### src/rtl/tick_timer_pkg.sv
package tick_timer_pkg;

   // which register a decoded bus access targets
   typedef enum logic [1:0] {
      SEL_NONE   = 2'd0,
      SEL_RELOAD = 2'd1,
      SEL_COUNT  = 2'd2
   } tick_sel_e;

   // word index of a byte address (drops the two lane bits)
   function automatic logic [29:0] word_of(input logic [31:0] byte_addr);
      return byte_addr[31:2];
   endfunction

endpackage

### src/rtl/tick_reg_decode.sv
module tick_reg_decode
   import tick_timer_pkg::*;
#(
   parameter int unsigned ADDR_W     = 14,
   parameter logic [31:0] RELOAD_OFS = 32'h228,
   parameter logic [31:0] COUNT_OFS  = 32'h230
) (
   input  logic              clk,
   input  logic              rst,
   input  logic              bus_sel,
   input  logic              bus_wr,
   input  logic [ADDR_W-1:0] bus_addr,
   output tick_sel_e         sel,
   output logic              reload_wr,
   output logic              count_rd
);
   localparam logic [29:0] RELOAD_WORD = word_of(RELOAD_OFS);
   localparam logic [29:0] COUNT_WORD  = word_of(COUNT_OFS);

   logic [29:0] addr_word;
   logic        lane_unused;

   assign addr_word   = word_of(32'(bus_addr));
   assign lane_unused = ^bus_addr[1:0];

   always_comb begin
      if (addr_word == RELOAD_WORD)     sel = SEL_RELOAD;
      else if (addr_word == COUNT_WORD) sel = SEL_COUNT;
      else                              sel = SEL_NONE;
   end

   assign reload_wr = bus_sel &&  bus_wr && (sel == SEL_RELOAD);
   assign count_rd  = bus_sel && !bus_wr && (sel == SEL_COUNT);

   // a write strobe to an address outside the reload word never restarts
   p_decode_scope_r8: assert property (@(posedge clk) disable iff (rst)
      (bus_sel && bus_wr && (addr_word != RELOAD_WORD)) |-> !reload_wr);

endmodule

### src/rtl/tick_ms_prescaler.sv
module tick_ms_prescaler #(
   parameter int unsigned CLKS_PER_MS = 100000
) (
   input  logic clk,
   input  logic rst,
   input  logic restart,
   output logic ms_tick
);
   generate
      if (CLKS_PER_MS == 1) begin : g_bypass
         // every clock is a millisecond
         assign ms_tick = 1'b1;
      end else begin : g_div
         localparam int unsigned CW = $clog2(CLKS_PER_MS);
         localparam logic [CW-1:0] LAST = CW'(CLKS_PER_MS - 1);

         logic [CW-1:0] pre_q;

         always_ff @(posedge clk) begin
            if (rst || restart)     pre_q <= '0;
            else if (pre_q == LAST) pre_q <= '0;
            else                    pre_q <= pre_q + 1'b1;
         end

         assign ms_tick = (pre_q == LAST);

         // the prescaler never counts past one millisecond
         p_pre_bound_r2: assert property (@(posedge clk) disable iff (rst)
            pre_q <= LAST);
         // a restart brings the prescaler back to zero
         p_pre_restart_r5: assert property (@(posedge clk) disable iff (rst)
            restart |=> (pre_q == '0));
      end
   endgenerate
endmodule

### src/rtl/tick_period_counter.sv
module tick_period_counter #(
   parameter int unsigned RELOAD_W = 16
) (
   input  logic                clk,
   input  logic                rst,
   input  logic                restart,
   input  logic                ms_tick,
   input  logic [RELOAD_W-1:0] reload,
   output logic                expire
);
   logic [RELOAD_W-1:0] ms_q;
   logic                at_end;

   assign at_end = (ms_q == reload);

   always_ff @(posedge clk) begin
      if (rst || restart) ms_q <= '0;
      else if (ms_tick)   ms_q <= at_end ? '0 : ms_q + 1'b1;
   end

   assign expire = ms_tick && at_end && !restart;

   // the millisecond count stays within the programmed period
   p_ms_bound_r2: assert property (@(posedge clk) disable iff (rst)
      ms_q <= reload);
   // an expiry starts the next period from zero at once
   p_next_period_r3: assert property (@(posedge clk) disable iff (rst)
      expire |=> (ms_q == '0));
   // a restart clears the millisecond count
   p_ms_restart_r5: assert property (@(posedge clk) disable iff (rst)
      restart |=> (ms_q == '0));
endmodule

### src/rtl/tick_irq_hold.sv
module tick_irq_hold (
   input  logic clk,
   input  logic rst,
   input  logic expire,
   input  logic ack,
   output logic irq
);
   always_ff @(posedge clk) begin
      if (rst)         irq <= 1'b0;
      else if (expire) irq <= 1'b1;
      else if (ack)    irq <= 1'b0;
   end

   // an expiry raises the interrupt
   p_expire_sets_r3: assert property (@(posedge clk) disable iff (rst)
      expire |=> irq);
   // the interrupt only rises after an expiry
   p_rise_cause_r3: assert property (@(posedge clk) disable iff (rst)
      $rose(irq) |-> $past(expire));
   // an acknowledge alone clears the interrupt
   p_ack_clears_r4: assert property (@(posedge clk) disable iff (rst)
      (ack && !expire) |=> !irq);
   // simultaneous expiry and acknowledge leaves the interrupt high
   p_expire_wins_r6: assert property (@(posedge clk) disable iff (rst)
      (ack && expire) |=> irq);
   // without an acknowledge a raised interrupt holds
   p_level_hold_r9: assert property (@(posedge clk) disable iff (rst)
      (irq && !ack) |=> irq);
endmodule

### src/rtl/tick_timer.sv
module tick_timer
   import tick_timer_pkg::*;
#(
   parameter int unsigned CLKS_PER_MS = 100000,
   parameter int unsigned ADDR_W      = 14,
   parameter int unsigned DATA_W      = 32,
   parameter int unsigned RELOAD_W    = 16,
   parameter logic [31:0] RELOAD_OFS  = 32'h228,
   parameter logic [31:0] COUNT_OFS   = 32'h230
) (
   input  logic              clk,
   input  logic              rst,
   input  logic              bus_sel,
   input  logic              bus_wr,
   input  logic [ADDR_W-1:0] bus_addr,
   input  logic [DATA_W-1:0] bus_wdata,
   output logic [DATA_W-1:0] bus_rdata,
   output logic              tick_irq
);
   // elaboration-time parameter checks
   generate
      if (CLKS_PER_MS < 1) begin : g_chk_clk
         $error("CLKS_PER_MS must be at least 1");
      end
      if (RELOAD_W < 1 || RELOAD_W > DATA_W) begin : g_chk_rw
         $error("RELOAD_W must lie in 1..DATA_W");
      end
      if (ADDR_W < 3 || ADDR_W > 32) begin : g_chk_aw
         $error("ADDR_W must lie in 3..32");
      end
      if (RELOAD_OFS[31:2] == COUNT_OFS[31:2]) begin : g_chk_ofs
         $error("reload and count offsets must be distinct words");
      end
   endgenerate

   tick_sel_e           sel;
   logic                reload_wr;
   logic                count_rd;
   logic                ms_tick;
   logic                expire;
   logic                ack;
   logic [RELOAD_W-1:0] reload_q;
   logic                wdata_unused;

   assign wdata_unused = ^bus_wdata;

   tick_reg_decode #(
      .ADDR_W    (ADDR_W),
      .RELOAD_OFS(RELOAD_OFS),
      .COUNT_OFS (COUNT_OFS)
   ) u_dec (
      .clk      (clk),
      .rst      (rst),
      .bus_sel  (bus_sel),
      .bus_wr   (bus_wr),
      .bus_addr (bus_addr),
      .sel      (sel),
      .reload_wr(reload_wr),
      .count_rd (count_rd)
   );

   always_ff @(posedge clk) begin
      if (rst)            reload_q <= '0;
      else if (reload_wr) reload_q <= bus_wdata[RELOAD_W-1:0];
   end

   tick_ms_prescaler #(.CLKS_PER_MS(CLKS_PER_MS)) u_pre (
      .clk    (clk),
      .rst    (rst),
      .restart(reload_wr),
      .ms_tick(ms_tick)
   );

   tick_period_counter #(.RELOAD_W(RELOAD_W)) u_per (
      .clk    (clk),
      .rst    (rst),
      .restart(reload_wr),
      .ms_tick(ms_tick),
      .reload (reload_q),
      .expire (expire)
   );

   assign ack = count_rd || reload_wr;

   tick_irq_hold u_irq (
      .clk   (clk),
      .rst   (rst),
      .expire(expire),
      .ack   (ack),
      .irq   (tick_irq)
   );

   always_comb begin
      unique case (sel)
         SEL_RELOAD: bus_rdata = DATA_W'(reload_q);
         default:    bus_rdata = '0;
      endcase
   end

   // the count register always reads zero
   p_count_zero_r4: assert property (@(posedge clk) disable iff (rst)
      count_rd |-> (bus_rdata == '0));
   // a reload write drops a pending interrupt
   p_reload_clears_r5: assert property (@(posedge clk) disable iff (rst)
      reload_wr |=> !tick_irq);
   // the reload register takes the low bits of the write data
   p_reload_store_r7: assert property (@(posedge clk) disable iff (rst)
      reload_wr |=> (reload_q == $past(bus_wdata[RELOAD_W-1:0])));
   // unrelated accesses leave the reload value alone
   p_reload_keep_r8: assert property (@(posedge clk) disable iff (rst)
      !reload_wr |=> $stable(reload_q));
endmodule

### config.mk
export PLATFORM = sky130hd
export DESIGN_NAME = tick_timer
export DESIGN_NICKNAME = d
export VERILOG_FILES = /design/src/rtl/tick_timer_pkg.sv /design/src/rtl/tick_reg_decode.sv /design/src/rtl/tick_ms_prescaler.sv /design/src/rtl/tick_period_counter.sv /design/src/rtl/tick_irq_hold.sv /design/src/rtl/tick_timer.sv
export SDC_FILE = /design/constraint.sdc
export NUM_CORES = 1
export LEC_CHECK = 0
export ABC_AREA = 1
export BUFFER_PORTS_ARGS = -buffer_cell sky130_fd_sc_hd__buf_2
export CORE_UTILIZATION = 47
export CTS_CLUSTER_SIZE = 40
export DETAILED_ROUTE_END_ITERATION = 6
export PLACE_DENSITY = 0.79
export SLEW_MARGIN = 15
export SYNTH_ARGS = -nofsm -noshare
export SYNTH_HDL_FRONTEND = slang
export SYNTH_SLANG_ARGS = --single-unit
export TNS_END_PERCENT = 30
### constraint.sdc
create_clock -name clk -period 1.64 [get_ports clk]
set_input_delay 0.246 -clock clk [delete_from_list [all_inputs] [get_ports clk]]
set_output_delay 0.246 -clock clk [all_outputs]
set_load 0.01 [all_outputs]
==> flow_metrics.tcl, run 1 <==
set metrics [dict create \
    track_usage_pct 20.2 \
    power.density_nw_per_um2 599 \
    grt-ovfl-total 0 \
    switching_share_pct 22.4 \
    finalHoldViolations 0 \
    final_setup_tns_ns 0 \
    design_power_total_mw 2.08 \
    finalWeightedCongestion 0.836 \
    run_status "finished, final reports clean" \
    drc 0 \
    synth.avg_cell_area_um2 6.65 \
    layout_nets 551 \
    num_io_pins 83 \
    internal_power_mw 1.61 \
    n_antenna_cell 0 \
    clock_latency_ns 0.30 \
    worstSetupPathType "register to register" \
    switching_power_summed_over_all_nets_mw 0.464 \
    worstHoldPathType "input pin to register" \
    cts_tree "done" \
    cell_count_after_synthesis 440 \
    yosys_register_bits 50 \
    timing.critical_path.from_type "register" \
    period_needed_ns 1.58 \
    initial_core_util_pct 49.2 \
    setup_violations 0 \
    ant_nets 0 \
    pwr-share-comb_pct 5.7 \
    slew_viol_final 0 \
    clock.fmax_mhz 632 \
    drv_cap 0 \
    detailedRoute.firstPassIterationCount 5 \
    arrival_ns 1.78 \
    numPortBuffers 48 \
    synth.distinct_cells 30 \
    synth_area_leaders "sky130_fd_sc_hd__dfxtp_1 34%, sky130_fd_sc_hd__nand2_1 15%, sky130_fd_sc_hd__nor2_1 9.2%" \
    area.growth.synth_to_final_pct 18.3 \
    hold-worst-slack_ns 0.147 \
    vias 2848 \
    post-synth-top-area-fraction_pct 34.2 \
    die_width_um 80.9 \
    worst_setup_hold_path_clk_slew_ns 0.09 \
    antenna_found_initial 0 \
    post-route-period-util_pct 96.5 \
    yosysWarningCount 0 \
    share_of_layout_cells_above_drive_strength_1_pct 21.2 \
    p_seq_share_pct 59.1 \
    vdd_drop_max_mv 0.461 \
    cts_buffers 5 \
    chipHeight_um 80.9 \
    dp_hpwl_um 4720 \
    endpoint_kind "register" \
    drt-initial-drc-count 164 \
    skew_ns 0.00938 \
    core_area_um2 5960 \
    totalWireLength_um 6570 \
    cts.path.max_buffers 2 \
    first_global_vias 2330 \
    worst-path-max-fanout 8 \
    placement_rows 28 \
    cts.root.buffer_cell "sky130_fd_sc_hd__clkbuf_8" \
    rsz0062_at_grt "yes" \
    clock_power_share_pct 35.2 \
    largest_net_degree_at_the_start_of_global_routing 33 \
    cts_max_level 2 \
    leakage_nw 1.47 \
    seq_area_frac_synth_pct 34.2 \
    grt_pass1_wl_um 10300 \
    worst-endpoint-required_ns 1.84 \
    detail_route.vias_per_cell 4.95 \
    post-synth-top-area-cell "sky130_fd_sc_hd__dfxtp_1" \
    n_fill_cell 543 \
    routed_wire_length_per_instance_um 11.4 \
    netlist_area_um2 2930 \
    die_area_um2 6550 \
    clock-sinks 50 \
]
==> power groups by stage <==
stage	registers, mW	logic, mW	clock network [mW]
6_report	1.23	0.119	0.730
5_1_grt	1.23	0.133	0.819
4_1_cts	1.22	0.111	0.744
3_5_place_dp	1.25	0.111	0
3_3_place_gp	1.25	0.108	0
2_1_floorplan	1.25	0.0885	0
==> cells in the mapped netlist <==
cell type	count
sky130_fd_sc_hd__dfxtp_1	50
sky130_fd_sc_hd__buf_4	19
sky130_fd_sc_hd__nand2_2	3
sky130_fd_sc_hd__a21oi_1	18
sky130_fd_sc_hd__ha_1	2
sky130_fd_sc_hd__nand2_4	1
sky130_fd_sc_hd__nor3b_1	1
sky130_fd_sc_hd__nand4_1	9
sky130_fd_sc_hd__clkbuf_1	6
sky130_fd_sc_hd__nor3_4	1
sky130_fd_sc_hd__nand3b_1	3
sky130_fd_sc_hd__nand2_1	116
sky130_fd_sc_hd__nand3_2	1
sky130_fd_sc_hd__inv_2	1
sky130_fd_sc_hd__nand3_4	2
sky130_fd_sc_hd__o21ai_0	6
sky130_fd_sc_hd__clkinv_2	1
sky130_fd_sc_hd__or2_0	1
sky130_fd_sc_hd__xor2_1	10
sky130_fd_sc_hd__conb_1	1
sky130_fd_sc_hd__buf_12	1
sky130_fd_sc_hd__nor2_1	72
sky130_fd_sc_hd__nor4_1	1
sky130_fd_sc_hd__o21a_1	16
sky130_fd_sc_hd__xnor2_1	5
sky130_fd_sc_hd__nand3_1	23
sky130_fd_sc_hd__inv_1	49
sky130_fd_sc_hd__nor2_8	1
sky130_fd_sc_hd__nor2_2	14
sky130_fd_sc_hd__nor3_1	6
==> final timing paths <==
kind                                        start                           to  slack [ns]  depth (start not counted)
setup reg to reg  u_pre.g_div.pre_q[0]$_SDFF_PP0_  u_per.ms_q[14]$_SDFFE_PP0N_        0.06                          8
hold / removal                       bus_wdata[7]     reload_q[7]$_SDFFE_PP0P_        0.15                          2
setup / recovery  u_pre.g_div.pre_q[0]$_SDFF_PP0_  u_per.ms_q[14]$_SDFFE_PP0N_        0.06                          8
hold reg to reg            u_irq.irq$_SDFFE_PP0P_       u_irq.irq$_SDFFE_PP0P_        0.49                          2
==> routing by layer <==
| metal | up-vias | wire (um) | track usage [%] |
|---|---|---|---|
| met3 | 8 | 312 | 3.37 |
| li1 | 1457 | - | - |
| met1 | 1296 | 2880 | 25.9 |
| met5 | - | 0 | 0 |
| met4 | 0 | 83 | 5.54 |
| met2 | 87 | 3300 | 34.9 |
==> final cells by class <==
type / count / area, um2 / area share, %
Sequential cell: 50 / 1000 / 29.0
Clock buffer: 7 / 86.3 / 2.49
Clock inverter: 1 / 5.00 / 0.145
Timing Repair Buffer: 62 / 390 / 11.3
Inverter: 51 / 193 / 5.56
Tap cell: 75 / 93.8 / 2.71
Multi-Input combinational cell: 329 / 1690 / 48.8
==> sequential cells by signal, summed over array words and instances, names as in the netlist <==
register	cells
u_pre.g_div.pre_q	17
reload_q	16
u_per.ms_q	16
u_irq.irq	1
==> cell usage in the layout (no fill, tap or decap), types with 2 or more instances in the layout <==
| cell type | synthesis | final |
|---|---|---|
| sky130_fd_sc_hd__nand2_1 | 116 | 115 |
| sky130_fd_sc_hd__nor2_1 | 72 | 67 |
| sky130_fd_sc_hd__inv_1 | 49 | 49 |
| sky130_fd_sc_hd__buf_2 | 0 | 48 |
| sky130_fd_sc_hd__dfxtp_1 | 50 | 48 |
| sky130_fd_sc_hd__nand3_1 | 23 | 21 |
| sky130_fd_sc_hd__a21oi_1 | 18 | 18 |
| sky130_fd_sc_hd__nor2_2 | 14 | 17 |
| sky130_fd_sc_hd__o21a_1 | 16 | 16 |
| sky130_fd_sc_hd__conb_1 | 1 | 16 |
| sky130_fd_sc_hd__xor2_1 | 10 | 10 |
| sky130_fd_sc_hd__nand4_1 | 9 | 9 |
| sky130_fd_sc_hd__buf_4 | 19 | 9 |
| sky130_fd_sc_hd__nor3_1 | 6 | 6 |
| sky130_fd_sc_hd__clkbuf_8 | 0 | 6 |
| sky130_fd_sc_hd__xnor2_1 | 5 | 5 |
| sky130_fd_sc_hd__o21ai_0 | 6 | 4 |
| sky130_fd_sc_hd__nand3b_1 | 3 | 3 |
| sky130_fd_sc_hd__nand3_2 | 1 | 3 |
| sky130_fd_sc_hd__buf_12 | 1 | 3 |
| sky130_fd_sc_hd__nand2_4 | 1 | 2 |
| sky130_fd_sc_hd__nand2_2 | 3 | 2 |
| sky130_fd_sc_hd__clkinv_2 | 1 | 2 |
| sky130_fd_sc_hd__nand3_4 | 2 | 2 |
| sky130_fd_sc_hd__nor2_4 | 0 | 2 |
| sky130_fd_sc_hd__nand2_8 | 0 | 2 |
| sky130_fd_sc_hd__o21ai_1 | 0 | 2 |
| sky130_fd_sc_hd__buf_6 | 0 | 2 |
| sky130_fd_sc_hd__dfxtp_2 | 0 | 2 |
==> stage by stage <==
step	std cells	setup slack, ns	util (%)	instance area (um2)
floorplan	455	0.0583	-	2980
global placement	564	0.0963	54.7	3260
detailed placement	564	0.0405	54.7	3260
CTS	572	0.00310	56.3	3350
global route	575	-0.0231	58.2	3460
finish	575	0.0568	58.2	3460
==> worst max-delay path, cell delays in order, from the launching register on <==
cell	delay, ns
sky130_fd_sc_hd__dfxtp_2	0.36
sky130_fd_sc_hd__ha_4	0.15
sky130_fd_sc_hd__nand2_4	0.06
sky130_fd_sc_hd__nor2_4	0.13
sky130_fd_sc_hd__nand3_2	0.09
sky130_fd_sc_hd__nor3_4	0.31
sky130_fd_sc_hd__nand3_4	0.19
sky130_fd_sc_hd__nand2_8	0.15
sky130_fd_sc_hd__nor2_1	0.05
==> timing repair <==
action | 4_1_cts | 5_1_grt
endpoints found under the setup margin | 2 | 32
pin swaps | 1 | 9
cloned | 0 | 2
gates resized for setup | 1 | 21
buffers inserted | 0 | 1
hold buffers | 0 | 0
==> cell families (layout without fill, tap and decap cells) <==
| logic type | count (synthesis) | count (layout) | share of synthesized area (%) |
|---|---|---|---|
| AND/OR/NAND/NOR | 255 | 256 | 39.2 |
| buffers and inverters | 77 | 121 | 12.9 |
| flip-flops | 50 | 50 | 34.2 |
| AO/OA/AOI/OAI | 40 | 40 | 8.21 |
| XOR/XNOR | 15 | 15 | 4.49 |
| adder cells (fa/ha/maj) | 2 | 2 | 0.855 |
| other | 1 | 16 | 0.128 |
Note: power is estimated with default switching activity, not from simulation.
==> run 2: changes to the inputs <==
CORE_UTILIZATION = 56   (was 47)
PLACE_DENSITY = 0.88   (was 0.79)
clock period = 2 ns   (was 1.64 ns; I/O delays follow)
==> run 2 against run 1 <==
Compared with the run above:
- register-to-register slack better by 0.22 ns
- total power is 14% lower
- wire length is 6.0% lower
- sequential share of layout area is 1.7 points higher
- clock skew rose by 0.0024 ns
- via count fell by 2.5%
- global-route usage rose by 3.9 points
- final cell count fell by 3.1%
- combinational power down 31%
- worst setup slack improved by 0.14 ns
- sequential power fell by 19%
- highest routed layer unchanged
==> flow_metrics.tcl, run 2 (synthesis results as in run 1) <==
set metrics [dict create \
    clock.fmax_mhz 554 \
    post-route-period-util_pct 90.3 \
    finalWeightedCongestion 0.885 \
    core_area_um2 4880 \
    n_antenna_cell 0 \
    vias 2777 \
    die_area_um2 5520 \
    drv_cap 0 \
    dp_hpwl_um 4480 \
    period_needed_ns 1.81 \
    cts_hold_buf 0 \
    routed_wire_length_per_instance_um 11.1 \
    clock-sinks 50 \
    layout_nets 541 \
    crit_path_max_incr_delay_ns 0.38 \
    finalHoldViolations 0 \
    worstSetupPathType "input pin to output pin" \
    timing.critical_path.from_type "input pin" \
    totalWireLength_um 6180 \
    first_global_vias 2536 \
    worstHoldPathType "input pin to register" \
    most_frequent_cells_in_the_layout "116 x sky130_fd_sc_hd__nand2_1, 72 x sky130_fd_sc_hd__nor2_1, 50 x sky130_fd_sc_hd__dfxtp_1, 49 x sky130_fd_sc_hd__inv_1, 48 x sky130_fd_sc_hd__buf_2" \
    endpoint_kind "output pin" \
    leading_cell_type_in_the_layout_fill_and_taps_excluded "sky130_fd_sc_hd__nand2_1" \
    leakage_nw 1.37 \
    clock_latency_ns 0.30 \
    run_status "finished, final reports clean" \
    share_of_layout_cells_above_drive_strength_1_pct 17.1 \
    drt-initial-drc-count 153 \
    utilization_of_the_core_after_routing_pct 66.9 \
    top_regs "u_pre.g_div.pre_q: 17 flops, reload_q: 16 flops, u_per.ms_q: 16 flops" \
    grt_pass1_wl_um 10400 \
    worst_setup_hold_path_clk_slew_ns 0.09 \
    max_slew.worst_pin.slew_ns 0.590 \
    worstReg2RegStart "u_pre.g_div.pre_q[0]$_SDFF_PP0_" \
    cts_max_level 2 \
    holdCritStartpoint "bus_wdata[6]" \
    chipHeight_um 74.3 \
    ant_nets 0 \
    placement_rows 25 \
    cts.path.max_buffers 2 \
    numPortBuffers 48 \
    area.growth.synth_to_final_pct 11.6 \
    max_slew_margin_pct 60.6 \
    worst-endpoint-required_ns 1.70 \
    cts_post_setup_buffers_inserted 0 \
    rsz0062_at_grt "no" \
    largest_register_ffs 17 \
    cts_tree "done" \
    vdd_drop_max_mv 0.359 \
    cts_buffers 5 \
    place_area_um2 3160 \
    cts.root.buffer_cell "sky130_fd_sc_hd__clkbuf_8" \
    largest_net_degree_at_the_start_of_global_routing 33 \
    die_width_um 74.3 \
    ff2ff_path_depth 8 \
    detail_route.vias_per_cell 4.99 \
    worst_r2r_dst "u_per.ms_q[13]$_SDFFE_PP0N_" \
    worst-path-max-fanout 16 \
    whs_endpoint "reload_q[6]$_SDFFE_PP0P_" \
    skew_ns 0.0118 \
    track_usage_pct 24.1 \
    n_fill_cell 420 \
    slew_viol_final 0 \
    antenna_found_initial 0 \
    setup_violations 0 \
    final_cell_area_um2 3270 \
    detailedRoute.firstPassIterationCount 5 \
    final_setup_tns_ns 0 \
    r2r_setup_slack_ns 0.28 \
    ctsResizeCount 0 \
    arrival_ns 1.51 \
    worst_path_most_repeated_cell "sky130_fd_sc_hd__nor2_1" \
    registers.top_by_ff_count "u_pre.g_div.pre_q" \
    power.density_nw_per_um2 545 \
    hold_depth 2 \
    grt-ovfl-total 0 \
    initial_core_util_pct 60.0 \
    drc 0 \
    critical-path-slowest-cell "sky130_fd_sc_hd__nand2_1" \
    num_io_pins 83 \
    critical_path.cell_chain "buf_2, nor2_1, nand3b_1, nor2_1, nand2_1, nor2_1, buf_2" \
]
run 2: cell types whose count changed in the layout (fill, tap and decap cells not counted), moves of 2 or more:
| cell | previous run | this run |
|---|---|---|
| sky130_fd_sc_hd__nand2_8 | 2 | 0 |
| sky130_fd_sc_hd__o21ai_1 | 2 | 0 |
| sky130_fd_sc_hd__nor2_2 | 17 | 14 |
| sky130_fd_sc_hd__nand3_1 | 21 | 23 |
| sky130_fd_sc_hd__nor2_1 | 67 | 72 |
| sky130_fd_sc_hd__buf_6 | 2 | 0 |
| sky130_fd_sc_hd__dfxtp_2 | 2 | 0 |
| sky130_fd_sc_hd__nand3_2 | 3 | 1 |
| sky130_fd_sc_hd__o21ai_0 | 4 | 6 |
| sky130_fd_sc_hd__buf_12 | 3 | 0 |
| sky130_fd_sc_hd__nor2_4 | 2 | 0 |
| sky130_fd_sc_hd__dfxtp_1 | 48 | 50 |
| sky130_fd_sc_hd__buf_4 | 9 | 5 |
run 2: area by class of cell:
| cell class | instances | area [um2] | share of cell area [%] |
|---|---|---|---|
| clock buffer | 7 | 76.3 | 2.34 |
| clock inverter | 1 | 30.0 | 0.919 |
| timing repair buffer | 53 | 278 | 8.50 |
| sequential | 50 | 1000 | 30.6 |
| inverter | 51 | 193 | 5.90 |
| multi-input combinational | 328 | 1610 | 49.1 |
| tap | 67 | 83.8 | 2.57 |
run 2: critical path, delay by kind of cell:
kind | cells | cell delay [ns]
buffers and inverters | 2 | 0.26
and+or+nand+nor | 5 | 0.94
run 2: worst max-delay path by stage:
stage / from / to / slack, ns / depth (start not counted)
detailed placement: bus_addr[7] / bus_rdata[5] / 0.18 / 7
finish: bus_addr[7] / bus_rdata[5] / 0.19 / 7
global route: bus_addr[7] / bus_rdata[5] / 0.01 / 7
floorplan: u_pre.g_div.pre_q[0]$_SDFF_PP0_ / u_per.ms_q[0]$_SDFFE_PP0N_ / 0.42 / 9
global placement: bus_addr[7] / bus_rdata[1] / 0.24 / 7
CTS: bus_addr[7] / bus_rdata[5] / 0.18 / 7
run 2: through the flow:
stage / hold WS (ns) / worst slack (ns) / total power [mW] / std cells
final: 0.198 / 0.194 / 1.78 / 557
after global routing: 0.197 / 0.0148 / 1.84 / 557
after CTS: 0.196 / 0.177 / 1.79 / 557
after detailed placement: 0.439 / 0.177 / 1.11 / 549
after global placement: 0.429 / 0.242 / 1.11 / 549
after floorplan: 0.417 / 0.418 / 1.10 / 455
run 2: power breakdown:
part | internal (mW) | total, mW | switching, mW
clock network | 0.375 | 0.694 | 0.320
registers | 1.00 | 1.00 | 0.00356
logic | 0.0322 | 0.0824 | 0.0502
total | 1.41 | 1.78 | 0.374
run 2: per-layer routing:
layer | vias up | part of all wire, % | track usage (%)
met4 | 0 | 0.37 | 5.24
met2 | 107 | 49 | 44.1
met1 | 1230 | 44 | 29.8
met3 | 4 | 7.3 | 3.79
met5 | - | 0 | 0
li1 | 1436 | - | -
